### src/rtl/ptm_deser_pkg.sv
package ptm_deser_pkg;
  typedef enum logic {FR_IDLE = 1'b0, FR_RUN = 1'b1} fr_state_e;
  localparam int unsigned N_LANES = 2;
  localparam int unsigned LANE_CLK = 0;
  localparam int unsigned LANE_CORR = 1;
endpackage

### src/rtl/ptm_frame_ctrl.sv
module ptm_frame_ctrl
  import ptm_deser_pkg::*;
#(
  parameter int unsigned WORD_W = 64
) (
  input  logic clk_i,
  input  logic rst_ni,
  input  logic start_i,
  input  logic ctx_valid_i,
  output logic shift_o,
  output logic done_o
);
  localparam int unsigned CNT_W = $clog2(WORD_W);
  localparam logic [CNT_W-1:0] LAST = CNT_W'(WORD_W - 1);

  fr_state_e        state_q;
  logic [CNT_W-1:0] cnt_q;

  always_ff @(posedge clk_i or negedge rst_ni) begin
    if (!rst_ni) begin
      state_q <= FR_IDLE;
      cnt_q   <= '0;
    end else if (start_i) begin
      // bit 0 is taken in the strobe cycle
      state_q <= ctx_valid_i ? FR_RUN : FR_IDLE;
      cnt_q   <= CNT_W'(1);
    end else if (state_q == FR_RUN) begin
      if (!ctx_valid_i || cnt_q == LAST) state_q <= FR_IDLE;
      else cnt_q <= cnt_q + 1'b1;
    end
  end

  assign shift_o = start_i || (state_q == FR_RUN);
  assign done_o  = (state_q == FR_RUN) && !start_i && ctx_valid_i && (cnt_q == LAST);

  assert_start_no_ctx_R4: assert property (@(posedge clk_i) disable iff (!rst_ni)
    start_i && !ctx_valid_i |=> state_q == FR_IDLE);
  assert_drop_mid_R5: assert property (@(posedge clk_i) disable iff (!rst_ni)
    (state_q == FR_RUN) && !start_i && !ctx_valid_i |=> state_q == FR_IDLE);
  assert_restart_R6: assert property (@(posedge clk_i) disable iff (!rst_ni)
    start_i && ctx_valid_i |=> cnt_q == CNT_W'(1) && state_q == FR_RUN);
endmodule

### src/rtl/ptm_lane.sv
module ptm_lane #(
  parameter int unsigned WORD_W = 64
) (
  input  logic              clk_i,
  input  logic              rst_ni,
  input  logic              shift_i,
  input  logic              cap_i,
  input  logic              bit_i,
  output logic [WORD_W-1:0] word_o
);
  logic [WORD_W-1:0] sr_q;
  logic [WORD_W-1:0] word_q;

  always_ff @(posedge clk_i or negedge rst_ni) begin
    if (!rst_ni) begin
      sr_q   <= '0;
      word_q <= '0;
    end else begin
      if (shift_i) sr_q <= {bit_i, sr_q[WORD_W-1:1]};
      // last bit goes straight into the result
      if (cap_i) word_q <= {bit_i, sr_q[WORD_W-1:1]};
    end
  end

  assign word_o = word_q;

  assert_hold_R5: assert property (@(posedge clk_i) disable iff (!rst_ni)
    !cap_i |=> $stable(word_q));
endmodule

### src/rtl/ptm_req_gen.sv
module ptm_req_gen #(
  parameter int unsigned TMO_W = 16
) (
  input  logic             clk_i,
  input  logic             rst_ni,
  input  logic             cmd_i,
  input  logic             rearm_i,
  input  logic [TMO_W-1:0] timeout_i,
  output logic             req_o
);
  logic             armed_q;
  logic             req_q;
  logic [TMO_W-1:0] wait_q;
  logic [TMO_W-1:0] wait_nx;

  assign wait_nx = (&wait_q) ? wait_q : wait_q + 1'b1;

  always_ff @(posedge clk_i or negedge rst_ni) begin
    if (!rst_ni) begin
      armed_q <= 1'b1;
      req_q   <= 1'b0;
      wait_q  <= '0;
    end else begin
      req_q <= cmd_i && armed_q;
      if (cmd_i && armed_q) begin
        armed_q <= 1'b0;
        wait_q  <= '0;
      end else if (!armed_q) begin
        wait_q <= wait_nx;
        if (rearm_i || wait_nx >= timeout_i) armed_q <= 1'b1;
      end
    end
  end

  assign req_o = req_q;

  assert_req_single_R7: assert property (@(posedge clk_i) disable iff (!rst_ni)
    req_q |=> !req_q);
  assert_req_needs_cmd_R7: assert property (@(posedge clk_i) disable iff (!rst_ni)
    !cmd_i |=> !req_q);
  assert_ignore_R8: assert property (@(posedge clk_i) disable iff (!rst_ni)
    !armed_q |=> !req_q);
endmodule

### src/rtl/ptm_time_cnt.sv
module ptm_time_cnt #(
  parameter int unsigned WORD_W  = 64,
  parameter int unsigned LAT_CYC = 4
) (
  input  logic              clk_i,
  input  logic              rst_ni,
  input  logic              load_i,
  input  logic [WORD_W-1:0] value_i,
  output logic [WORD_W-1:0] time_o
);
  localparam logic [WORD_W-1:0] LAT = WORD_W'(LAT_CYC);

  logic [WORD_W-1:0] time_q;

  always_ff @(posedge clk_i or negedge rst_ni) begin
    if (!rst_ni)     time_q <= '0;
    else if (load_i) time_q <= value_i + LAT;
    else             time_q <= time_q + 1'b1;
  end

  assign time_o = time_q;

  assert_count_R10: assert property (@(posedge clk_i) disable iff (!rst_ni)
    !load_i |=> time_q == $past(time_q) + 1'b1);
  assert_load_R11: assert property (@(posedge clk_i) disable iff (!rst_ni)
    load_i |=> time_q == $past(value_i) + LAT);
endmodule

### src/rtl/ptm_deser.sv
module ptm_deser
  import ptm_deser_pkg::*;
#(
  parameter int unsigned WORD_W  = 64,
  parameter int unsigned TMO_W   = 16,
  parameter int unsigned LAT_CYC = 4
) (
  input  logic              clk_i,
  input  logic              rst_ni,
  input  logic              ctx_valid_i,
  input  logic              start_i,
  input  logic              clk_bit_i,
  input  logic              corr_bit_i,
  input  logic              manual_cmd_i,
  input  logic [TMO_W-1:0]  timeout_i,
  output logic [WORD_W-1:0] clk_val_o,
  output logic [WORD_W-1:0] corr_val_o,
  output logic              result_valid_o,
  output logic              manual_req_o,
  output logic [WORD_W-1:0] local_time_o
);
  logic                           shift;
  logic                           done;
  logic                           valid_q;
  logic [N_LANES-1:0]             ser;
  logic [N_LANES-1:0][WORD_W-1:0] words;

  assign ser[LANE_CLK]  = clk_bit_i;
  assign ser[LANE_CORR] = corr_bit_i;

  ptm_frame_ctrl #(.WORD_W(WORD_W)) i_frame (
    .clk_i, .rst_ni, .start_i, .ctx_valid_i,
    .shift_o(shift), .done_o(done)
  );

  for (genvar g = 0; g < N_LANES; g++) begin : g_lane
    ptm_lane #(.WORD_W(WORD_W)) i_lane (
      .clk_i, .rst_ni, .shift_i(shift), .cap_i(done),
      .bit_i(ser[g]), .word_o(words[g])
    );
  end

  always_ff @(posedge clk_i or negedge rst_ni) begin
    if (!rst_ni) valid_q <= 1'b0;
    else         valid_q <= done;
  end

  ptm_req_gen #(.TMO_W(TMO_W)) i_req (
    .clk_i, .rst_ni, .cmd_i(manual_cmd_i), .rearm_i(valid_q),
    .timeout_i, .req_o(manual_req_o)
  );

  ptm_time_cnt #(.WORD_W(WORD_W), .LAT_CYC(LAT_CYC)) i_time (
    .clk_i, .rst_ni, .load_i(valid_q), .value_i(words[LANE_CLK]),
    .time_o(local_time_o)
  );

  assign clk_val_o      = words[LANE_CLK];
  assign corr_val_o     = words[LANE_CORR];
  assign result_valid_o = valid_q;

  assert_valid_single_R2: assert property (@(posedge clk_i) disable iff (!rst_ni)
    valid_q |=> !valid_q);
  assert_ctx_gate_R5: assert property (@(posedge clk_i) disable iff (!rst_ni)
    !ctx_valid_i |=> !valid_q);
  assert_strobe_gate_R6: assert property (@(posedge clk_i) disable iff (!rst_ni)
    start_i |=> !valid_q);
endmodule

### config.mk
export PLATFORM = sky130hd
export DESIGN_NAME = ptm_deser
export DESIGN_NICKNAME = d
export VERILOG_FILES = /design/src/rtl/ptm_deser_pkg.sv /design/src/rtl/ptm_frame_ctrl.sv /design/src/rtl/ptm_lane.sv /design/src/rtl/ptm_req_gen.sv /design/src/rtl/ptm_time_cnt.sv /design/src/rtl/ptm_deser.sv
export SDC_FILE = /design/constraint.sdc
export NUM_CORES = 1
export LEC_CHECK = 0
export ABC_AREA = 1
export CAP_MARGIN = 20
export CORE_MARGIN = 2
export CORE_UTILIZATION = 60
export CTS_CLUSTER_DIAMETER = 50
export DETAILED_ROUTE_END_ITERATION = 16
export GPL_TIMING_DRIVEN = 0
export PLACE_DENSITY = 0.89
export SLEW_MARGIN = 20
export SYNTH_ARGS = -nofsm -noshare
export SYNTH_HDL_FRONTEND = slang
export SYNTH_SLANG_ARGS = --single-unit
### constraint.sdc
create_clock -name clk_i -period 3.95 [get_ports clk_i]
set_clock_uncertainty 0.15 [all_clocks]
set_input_delay 1.185 -clock clk_i [delete_from_list [all_inputs] [get_ports clk_i]]
set_output_delay 1.185 -clock clk_i [all_outputs]
set_load 0.005 [all_outputs]
### After elaboration in Yosys (flattened, before gate mapping)

Cells that the tools add are included.

* word-level logic and storage cells: 45
* bits of input ports: 23
* register bits: 346

* equality and inequality tests: 3
* mux-type cells: 14
* $lt $le $gt $ge: 1
* $add $sub $neg: 4
* reduce and logical (&&, ||, !) cells: 12

Operators by type and width (number)
* 64-bit by 1-bit adder with 64-bit output (second input constant): 1
* 64-bit by 3-bit adder with 64-bit output (second input constant): 1
* 64-bit two-way mux: 1
* 16-bit two-way mux: 3
* 6-bit two-way mux: 3
* 16-bit by 1-bit adder with 16-bit output (second input constant): 1
* 16-bit greater-or-equal comparator: 1
* 16-bit AND reduction: 1
* 1-bit two-way mux: 7
* 6-bit by 1-bit adder with 6-bit output (second input constant): 1
* 6-bit equality test (second input constant): 1
* 1-bit logical AND: 4
* 2-bit != test (second input constant): 2
* 1-bit logical OR: 3
* 1-bit logical NOT: 2
* 2-bit AND reduction: 1
* 2-bit nonzero test: 1

### Depth between registers and ports, before layout

Gate-level depths: netlist of run 1.

* word-level depth: 7
* mapped depth: 17
* depth with buffers taken out: 17

### By module

Synthesis of run 1 repeated with hierarchy kept, for this count alone.

* cell total of the unflattened synthesis: 2492
* area, all modules: 18146.2 um2

Modules (own cells, without submodules)
* ptm_lane: times used 2, area an instance 4822.1 um2, sequential area each 3178.0 um2, cells each 536
* ptm_time_cnt: times used 1, area an instance 6372.4 um2, sequential area each 1601.5 um2, cells each 1109
* ptm_req_gen: times used 1, area an instance 1664.1 um2, sequential area each 451.7 um2, cells each 249
* ptm_frame_ctrl: times used 1, area an instance 440.4 um2, sequential area each 175.2 um2, cells each 61
* ptm_deser: times used 1, area an instance 25.0 um2, sequential area each 25.0 um2, cells each 1

### Worst setup path before layout of run 1

Ideal clock, no wire load.

* kind: reg-to-reg
* start: reg i_req.wait_q[1]
* end: reg i_req.armed_q
* stages on the path, launching flop included: 17
* arrival: 2.109 ns
* setup time: 0.080 ns
* path buffers: 0
* period minus slack after synthesis: 2.339 ns
* setup slack: 1.611 ns
* cell sequence: dfrtp_1 > ha_1 > nand2_1 > nor2_1 > nand2_2 > nor2_4 > nand3_4 > o21ai_0 > inv_1 > ha_1 > nand2_1 > nor2_1 > and2_1 > nor2_1 > nand3_1 > nand2_1 > a21oi_1

* cells in the longest elaborated chain, start to end: 7

Ends and longest elaborated chain
* start, declared: line ptm_req_gen.sv:13 `logic [TMO_W-1:0] wait_q;`
* start signal, assigned: line ptm_req_gen.sv:29 `wait_q <= wait_nx;`
* 16-bit by 1-bit adder with 16-bit output / 16-bit AND reduction (equally long branches): line ptm_req_gen.sv:16 `assign wait_nx = (&wait_q) ? wait_q : wait_q + 1'b1;`
* 16-bit two-way mux *: line ptm_req_gen.sv:16
* 16-bit greater-or-equal comparator *: line ptm_req_gen.sv:30 `if (rearm_i || wait_nx >= timeout_i) armed_q <= 1'b1;`
* 1-bit logical OR *: line ptm_req_gen.sv:30
* 1-bit two-way mux *: line ptm_req_gen.sv:30
* 1-bit two-way mux *: line ptm_req_gen.sv:28 `end else if (!armed_q) begin`
* 1-bit two-way mux *: line ptm_req_gen.sv:25 `if (cmd_i && armed_q) begin`
* end signal, assigned: line ptm_req_gen.sv:20 `armed_q <= 1'b1;`
* end signal, assigned: line ptm_req_gen.sv:26 `armed_q <= 1'b0;`
* end signal, assigned: line ptm_req_gen.sv:30
* end, declared: line ptm_req_gen.sv:11 `logic armed_q;`

Mark *: on every way between the ends. The rest lies on a longest branch, timed or not.
A chain may end at the register's enable or synchronous reset.

### Worst setup path in the final report of run 1

* start: in start_i
* end: reg g_lane[0].i_lane.sr_q[56]

* cells in the longest elaborated chain, start to end: 1

Ends and longest elaborated chain
* start, declared: line ptm_deser.sv:11 `input logic start_i,`
* 1-bit logical OR: line ptm_frame_ctrl.sv:33 `assign shift_o = start_i || (state_q == FR_RUN);`
* end signal, assigned: line ptm_lane.sv:19 `if (shift_i) sr_q <= {bit_i, sr_q[WORD_W-1:1]};`
* end, declared: line ptm_lane.sv:11 `logic [WORD_W-1:0] sr_q;`

Every way passes these cells.

==> out/results.txt, run 1 <==
CP Launch Type -> input pin
Critical path buffers and inverters -> 3
Post-route DRC -> 0
wire per inst -> 18.8 µm
post-synthesis register bit count -> 344
cell area after synthesis -> 0.0177 mm²
Flop pwr share -> 0.457
total track usage -> 0.376
clock power share -> 0.438
status -> complete, no violations
largest net degree at the start of global routing -> 97
Layout Nets -> 2,691
TritonCTS Buffers -> 40
switch share -> 0.267
Placement Cell Area -> 0.0205 mm²
area leader, netlist -> dfrtp_1
crit path time final -> 3130 ps
Logic pwr share -> 0.105
unrepaired setup endpoints after global routing -> false
yosys warns -> 0
synth unique cells -> 36
initial DRC count -> 1,778
Power Internal -> 6.59 mW
crit path kind -> in -> reg
setup slack after layout -> 821 ps
worst path arrival time -> 3340 ps
Die ar. -> 0.0309 mm²
H-tree levels -> 2
Ports -> 217
Compound-Gate Fraction of Synth Area -> 0.101
worst hold slack -> 338 ps
PortBufs -> 216
Syn Inst Count -> 2,386
syn_nets -> 2,429
Routability Congestion -> 0.993
Root Buffer -> clkbuf_16
Post-CTS Resized -> 0
Peak supply drop -> 0.000377 V
total grt overflow -> 0
slew margin rel. -> 0.470
mux share of post-synthesis cell area -> 0.00113
Worst path max stage delay -> 660 ps
slowest stage cell, crit path -> nor2_1
Die Wd -> 176 µm
worst path cell trace -> clkdlybuf4s50_1, nor2_1, buf_2, clkbuf_1, o21ai_0
Final Hold Viols -> 0
final wirelength -> 57,700 µm
vias per inst -> 5.63
initial antenna violation count -> 0
crit-path max FO -> 10
final instance area -> 0.0219 mm²
n_diodes -> 0
largest family of logic cells by synthesized area -> simple AND/OR/NAND/NOR gates
Clock Sinks -> 344
post-route ant nets -> 0
post-detail-place hpwl -> 41,800 µm
Area contributors post-synth -> dfrtp_1 48%, nand2_1 18%, o21ai_0 8.4%
# Post-CTS Setup Buffers -> 0
TritonCTS clock tree -> yes
pwr dens -> 411 mW/mm²
simple-gate share of the synthesized area -> 0.294
required time of the critical path -> 4170 ps
drt pass-1 iters -> 6
CP top delay family -> buffers and inverters
total power draw -> 8.99 mW
vias in the first global route -> 16,800
worst slew pin tran -> 791 ps
post-synthesis sequential area ratio -> 0.486
post-synthesis xor/xnor area fraction -> 0.0307
Slew Viols, Final -> 0
Yosys top cell area share -> 0.485
FMAX -> 320 MHz
hold buffer count at cts -> 0
area of the core -> 0.0289 mm²
global-route wire length before repair -> 90,200 µm
Syn-to-layout area delta -> 23.5%
static leakage -> 9.29 nW
total net switching power -> 2.40 mW
layout cell share with drive strength beyond 1 -> 0.0597
fin crit share -> 0.792
Worst-Skew Late Latency -> 540 ps
Clock Tree Buf Depth -> 3
Worst-path clk slew -> 60 ps
post-place setup slack -> 367 ps
final setup fails -> 0
Die Y -> 176 µm
Hold Path Class -> reg -> reg
Syn Area/Cell -> 7.42 µm²
CP endpoint kind -> register
Max Cap Viol -> 0
Cell Rows -> 62
adder-cell share of the synthesized area -> 0.0141
via count -> 17,200
Starting Density -> 0.614
==> cells in the mapped netlist, drive strengths merged <==
library cell    n
nor3           11
nand3          71
mux2i           2
a22oi           1
o31ai           1
xor2           31
dfstp           1
dfrtp         343
ha             20
o21bai          3
o22ai           2
a21o            1
nand4          29
a21oi          14
nor2          304
nand2         849
nor3b           1
inv           262
o2bb2ai         2
clkbuf         41
buf            29
a21boi          1
o21ai         328
xnor2          31
and2            8
==> registers in the layout, summed over array words and instances (netlist names) <==
name and cells:
g_lane.i_lane.sr_q 126, g_lane.i_lane.word_o 128, i_frame.cnt_q 6, i_frame.state_q 1
i_req.armed_q 1, i_req.req_o 1, i_req.wait_q 16, i_time.time_o 64
result_valid_o 1
==> per-layer routing <==
metal / track usage / vias to the layer above / routed length (µm)
li1: - / 8004 / -
met2: 0.628 / 882 / 27500
met1: 0.469 / 8136 / 22100
met3: 0.0556 / 212 / 4410
met5: 0 / - / 0
met4: 0.213 / 0 / 3710
==> cell usage in the layout (no fill, tap or decap), types with 2 or more instances in the layout <==
master,Yosys,routed
buf_2,24,24
ha_1,20,20
nand2_2,20,20
bufinv_16,0,7
nand2_1,827,827
nor2_2,18,18
dfrtp_1,343,343
clkinvlp_4,0,2
buf_1,3,3
a21oi_1,14,14
mux2i_1,2,2
clkbuf_8,0,4
nand2_4,2,2
clkbuf_1,41,43
o22ai_1,2,2
clkbuf_16,0,40
o2bb2ai_1,2,2
o21ai_1,32,32
nor2_1,273,273
inv_2,2,2
xnor2_1,31,31
nand3_1,69,69
nor2_4,13,13
inv_1,260,260
clkinv_2,0,12
nand4_1,29,29
and2_1,8,8
nor3_1,11,11
o21bai_1,3,3
xor2_1,31,31
o21ai_0,296,296
clkinv_4,0,3
buf_16,0,4
clkdlybuf4s50_1,0,215
==> final cells by class <==
class / count / area, µm²
sequential: 344 / 8610
multi-input combinational: 1710 / 7810
fill: 2125 / 6980
timing repair buffer: 220 / 2280
clock buffer: 46 / 1060
inverter: 262 / 983
tap: 384 / 480
clock inverter: 27 / 348
buffer: 70 / 304
==> final timing paths <==
| kind | from | to | slack (ps) | cells after the start |
|---|---|---|---|---|
| setup reg to reg | i_req.wait_q[1] | i_req.armed_q | 1080 | 15 |
| max in group asynchronous | rst_ni | i_time.time_o[28] | 2050 | 3 |
| hold / removal | g_lane[1].i_lane.word_o[7] | g_lane[1].i_lane.word_o[7] | 340 | 2 |
| min in group asynchronous | rst_ni | g_lane[1].i_lane.sr_q[54] | 400 | 1 |
| setup / recovery | start_i | g_lane[0].i_lane.sr_q[56] | 820 | 5 |
| hold reg to reg | g_lane[1].i_lane.word_o[7] | g_lane[1].i_lane.word_o[7] | 340 | 2 |
==> cell families (layout without fill, tap and decap cells) <==
kind of cell,count (synthesis),after routing
XOR/XNOR,62,62
adder cells (fa/ha/maj),20,20
AO/OA/AOI/OAI,353,353
buffers and inverters,332,625
AND/OR/NAND/NOR,1273,1273
flip-flops,344,344
multiplexers,2,2
==> stage by stage <==
stage,util,TNS [ps],cells
detailed placement,0.709,0,2990
global route,0.758,0,3063
floorplan,-,0,2386
finish,0.758,0,3063
global placement,0.705,-4367220,2986
CTS,0.758,0,3063
==> worst register-to-register path: stages, from the launching register on <==
cell and delay, ps:
dfrtp_1 380, ha_1 230, nand2_1 70, nor2_1 200, nand2_2 110, nor2_4 140
nand3_4 120, o21ai_0 330, inv_1 80, ha_1 300, a21oi_1 60, o21ai_0 200
nand2_1 80, nand3_1 130, nand2_1 70, a21oi_1 130
==> power groups by stage <==
| stage | Combinational [mW] | Sequential (mW) | Clock (mW) |
|---|---|---|---|
| 6_report | 0.947 | 4.11 | 3.94 |
| 5_1_grt | 1.10 | 4.14 | 4.10 |
| 4_1_cts | 0.943 | 4.10 | 3.95 |
| 3_5_place_dp | 0.911 | 4.14 | 0 |
| 3_3_place_gp | 0.826 | 4.13 | 0 |
| 2_1_floorplan | 0.598 | 4.08 | 0 |
Note: power is estimated with default switching activity, not from simulation.
==> run 2: changes to the inputs <==
--- a/config.mk
+++ b/config.mk
@@ -8,11 +8,11 @@
 export ABC_AREA = 1
 export CAP_MARGIN = 20
 export CORE_MARGIN = 2
-export CORE_UTILIZATION = 60
+export CORE_UTILIZATION = 51
 export CTS_CLUSTER_DIAMETER = 50
 export DETAILED_ROUTE_END_ITERATION = 16
 export GPL_TIMING_DRIVEN = 0
-export PLACE_DENSITY = 0.89
+export PLACE_DENSITY = 0.81
 export SLEW_MARGIN = 20
 export SYNTH_ARGS = -nofsm -noshare
 export SYNTH_HDL_FRONTEND = slang
==> constraint.sdc (replaced) <==
create_clock -name clk_i -period 2.6 [get_ports clk_i]
set_clock_uncertainty 0.15 [all_clocks]
set_input_delay 0.78 -clock clk_i [delete_from_list [all_inputs] [get_ports clk_i]]
set_output_delay 0.78 -clock clk_i [all_outputs]
set_load 0.005 [all_outputs]
==> out/results.txt, run 2 (synthesis results as in run 1) <==
crit path time final -> 2580 ps
worst hold slack -> 26.1 ps
Die Wd -> 190 µm
largest net degree at the start of global routing -> 103
Worst path max stage delay -> 630 ps
Ports -> 217
pwr dens -> 607 mW/mm²
Critical path buffers and inverters -> 1
Final Hold Viols -> 0
via count -> 16,700
crit-path max FO -> 5
Clock Tree Buf Depth -> 3
Routability Congestion -> 0.984
Worst-Skew Late Latency -> 550 ps
post-detail-place hpwl -> 42,600 µm
Max Cap Viol -> 0
commonest cells after routing, fill and taps aside -> 820 x nand2_1, 322 x dfrtp_1, 293 x o21ai_0, 270 x nor2_1, 259 x inv_1
hold buffer count at cts -> 0
n_diodes -> 0
Root Buffer -> clkbuf_16
post-place setup slack -> -644 ps
unrepaired setup endpoints after global routing -> true
status -> complete, no violations
Cell Rows -> 68
Crit path depth -> 1
Worst-path clk slew -> 60 ps
most common cell after layout, fill and taps aside -> nand2_1
wire per inst -> 17.9 µm
fin crit share -> 0.992
Clock Sinks -> 344
Die ar. -> 0.0362 mm²
setup slack after layout -> 20.1 ps
Peak supply drop -> 0.000512 V
total grt overflow -> 0
final setup fails -> 0
total track usage -> 0.312
Die Y -> 190 µm
setup_tns -> 0 ps
Filler cells -> 2,959
CP top delay family -> buffers and inverters
vias per inst -> 5.31
global-route wire length before repair -> 88,200 µm
TritonCTS clock tree -> yes
post-route ant nets -> 0
crit path kind -> reg -> out
worst path cell trace -> clkdlybuf4s50_1
worst slew pin tran -> 830 ps
R2R Setup Slk -> 50 ps
static leakage -> 9.27 nW
slowest stage cell, crit path -> clkdlybuf4s50_1
final wirelength -> 56,100 µm
total power draw -> 13.4 mW
initial antenna violation count -> 0
required time of the critical path -> 1670 ps
Syn-to-layout area delta -> 24.8%
layout cell share with drive strength beyond 1 -> 0.0772
area of the core -> 0.0344 mm²
Hold Path Class -> in -> async
final core occ -> 0.643
FMAX -> 388 MHz
slew margin rel. -> 0.447
initial DRC count -> 1,218
R2R cell count -> 17
Post-route DRC -> 0
Layout Nets -> 2,695
CP Launch Type -> register
Slew Viols, Final -> 0
PortBufs -> 216
CP endpoint kind -> output pin
TritonCTS Buffers -> 40
max reg flops -> 128
H-tree levels -> 2
worst path arrival time -> 1650 ps
Starting Density -> 0.515
vias in the first global route -> 16,500
drt pass-1 iters -> 5
run 2: cell count changes in the layout (fill, tap and decap cells not counted), moves of 3 or more:
cell	change
a21oi_1	-3
ha_4	+7
ha_1	-7
clkinv_2	-3
bufinv_16	-4
o21ai_0	-3
nor2_1	-3
dfrtp_1	-21
dfrtp_2	+21
nand2_2	+4
nand2_1	-7
nand2_4	+3
inv_6	+4
a21oi_2	+3
run 2: timing repair:
action	CTS	global route
pin swaps	0	11
setup buffers	0	5
endpoints found under the setup margin	76	11
resized for setup	15	46
run 2: layout make-up:
type                            count  area, µm²  area share
Buffer                             70        308      0.0139
Clock buffer                       49       1090      0.0495
Multi-Input combinational cell   1710       7970       0.360
Inverter                          262        983      0.0445
Tap cell                          455        569      0.0258
Clock inverter                     23        239      0.0108
Timing Repair Buffer              224       2300       0.104
Sequential cell                   344       8640       0.391
run 2: stage by stage:
step | instance area [µm²] | instances
3_5_place_dp | 20500 | 3060
5_1_grt | 22100 | 3137
3_3_place_gp | 20400 | 3057
4_1_cts | 21900 | 3132
2_1_floorplan | 17700 | 2386
6_report | 22100 | 3137
run 2: worst paths after layout:
path                                             start                   endpoint
max                        g_lane[0].i_lane.word_o[22]              clk_val_o[22]
min                                             rst_ni  g_lane[1].i_lane.sr_q[60]
max reg2reg                            i_req.wait_q[0]              i_req.armed_q
min reg2reg                   g_lane[1].i_lane.sr_q[8]   g_lane[1].i_lane.sr_q[8]
max in group asynchronous                       rst_ni              i_req.armed_q
min in group clk_i            g_lane[1].i_lane.sr_q[8]   g_lane[1].i_lane.sr_q[8]
run 2: power by group:
| group | internal [mW] | total [mW] | switching [mW] | leakage (nW) |
|---|---|---|---|---|
| Combinational | 0.550 | 1.54 | 0.991 | 3.97 |
| Sequential | 5.88 | 6.23 | 0.354 | 4.63 |
| Clock | 3.34 | 5.65 | 2.32 | 0.661 |
run 2: metal layers:
| layer | up-vias | routed length [µm] | global-route usage |
|---|---|---|---|
| met3 | 125 | 3740 | 0.0565 |
| li1 | 8018 | - | - |
| met5 | - | 0 | 0 |
| met4 | 0 | 2590 | 0.138 |
| met1 | 7939 | 23300 | 0.401 |
| met2 | 569 | 26400 | 0.518 |
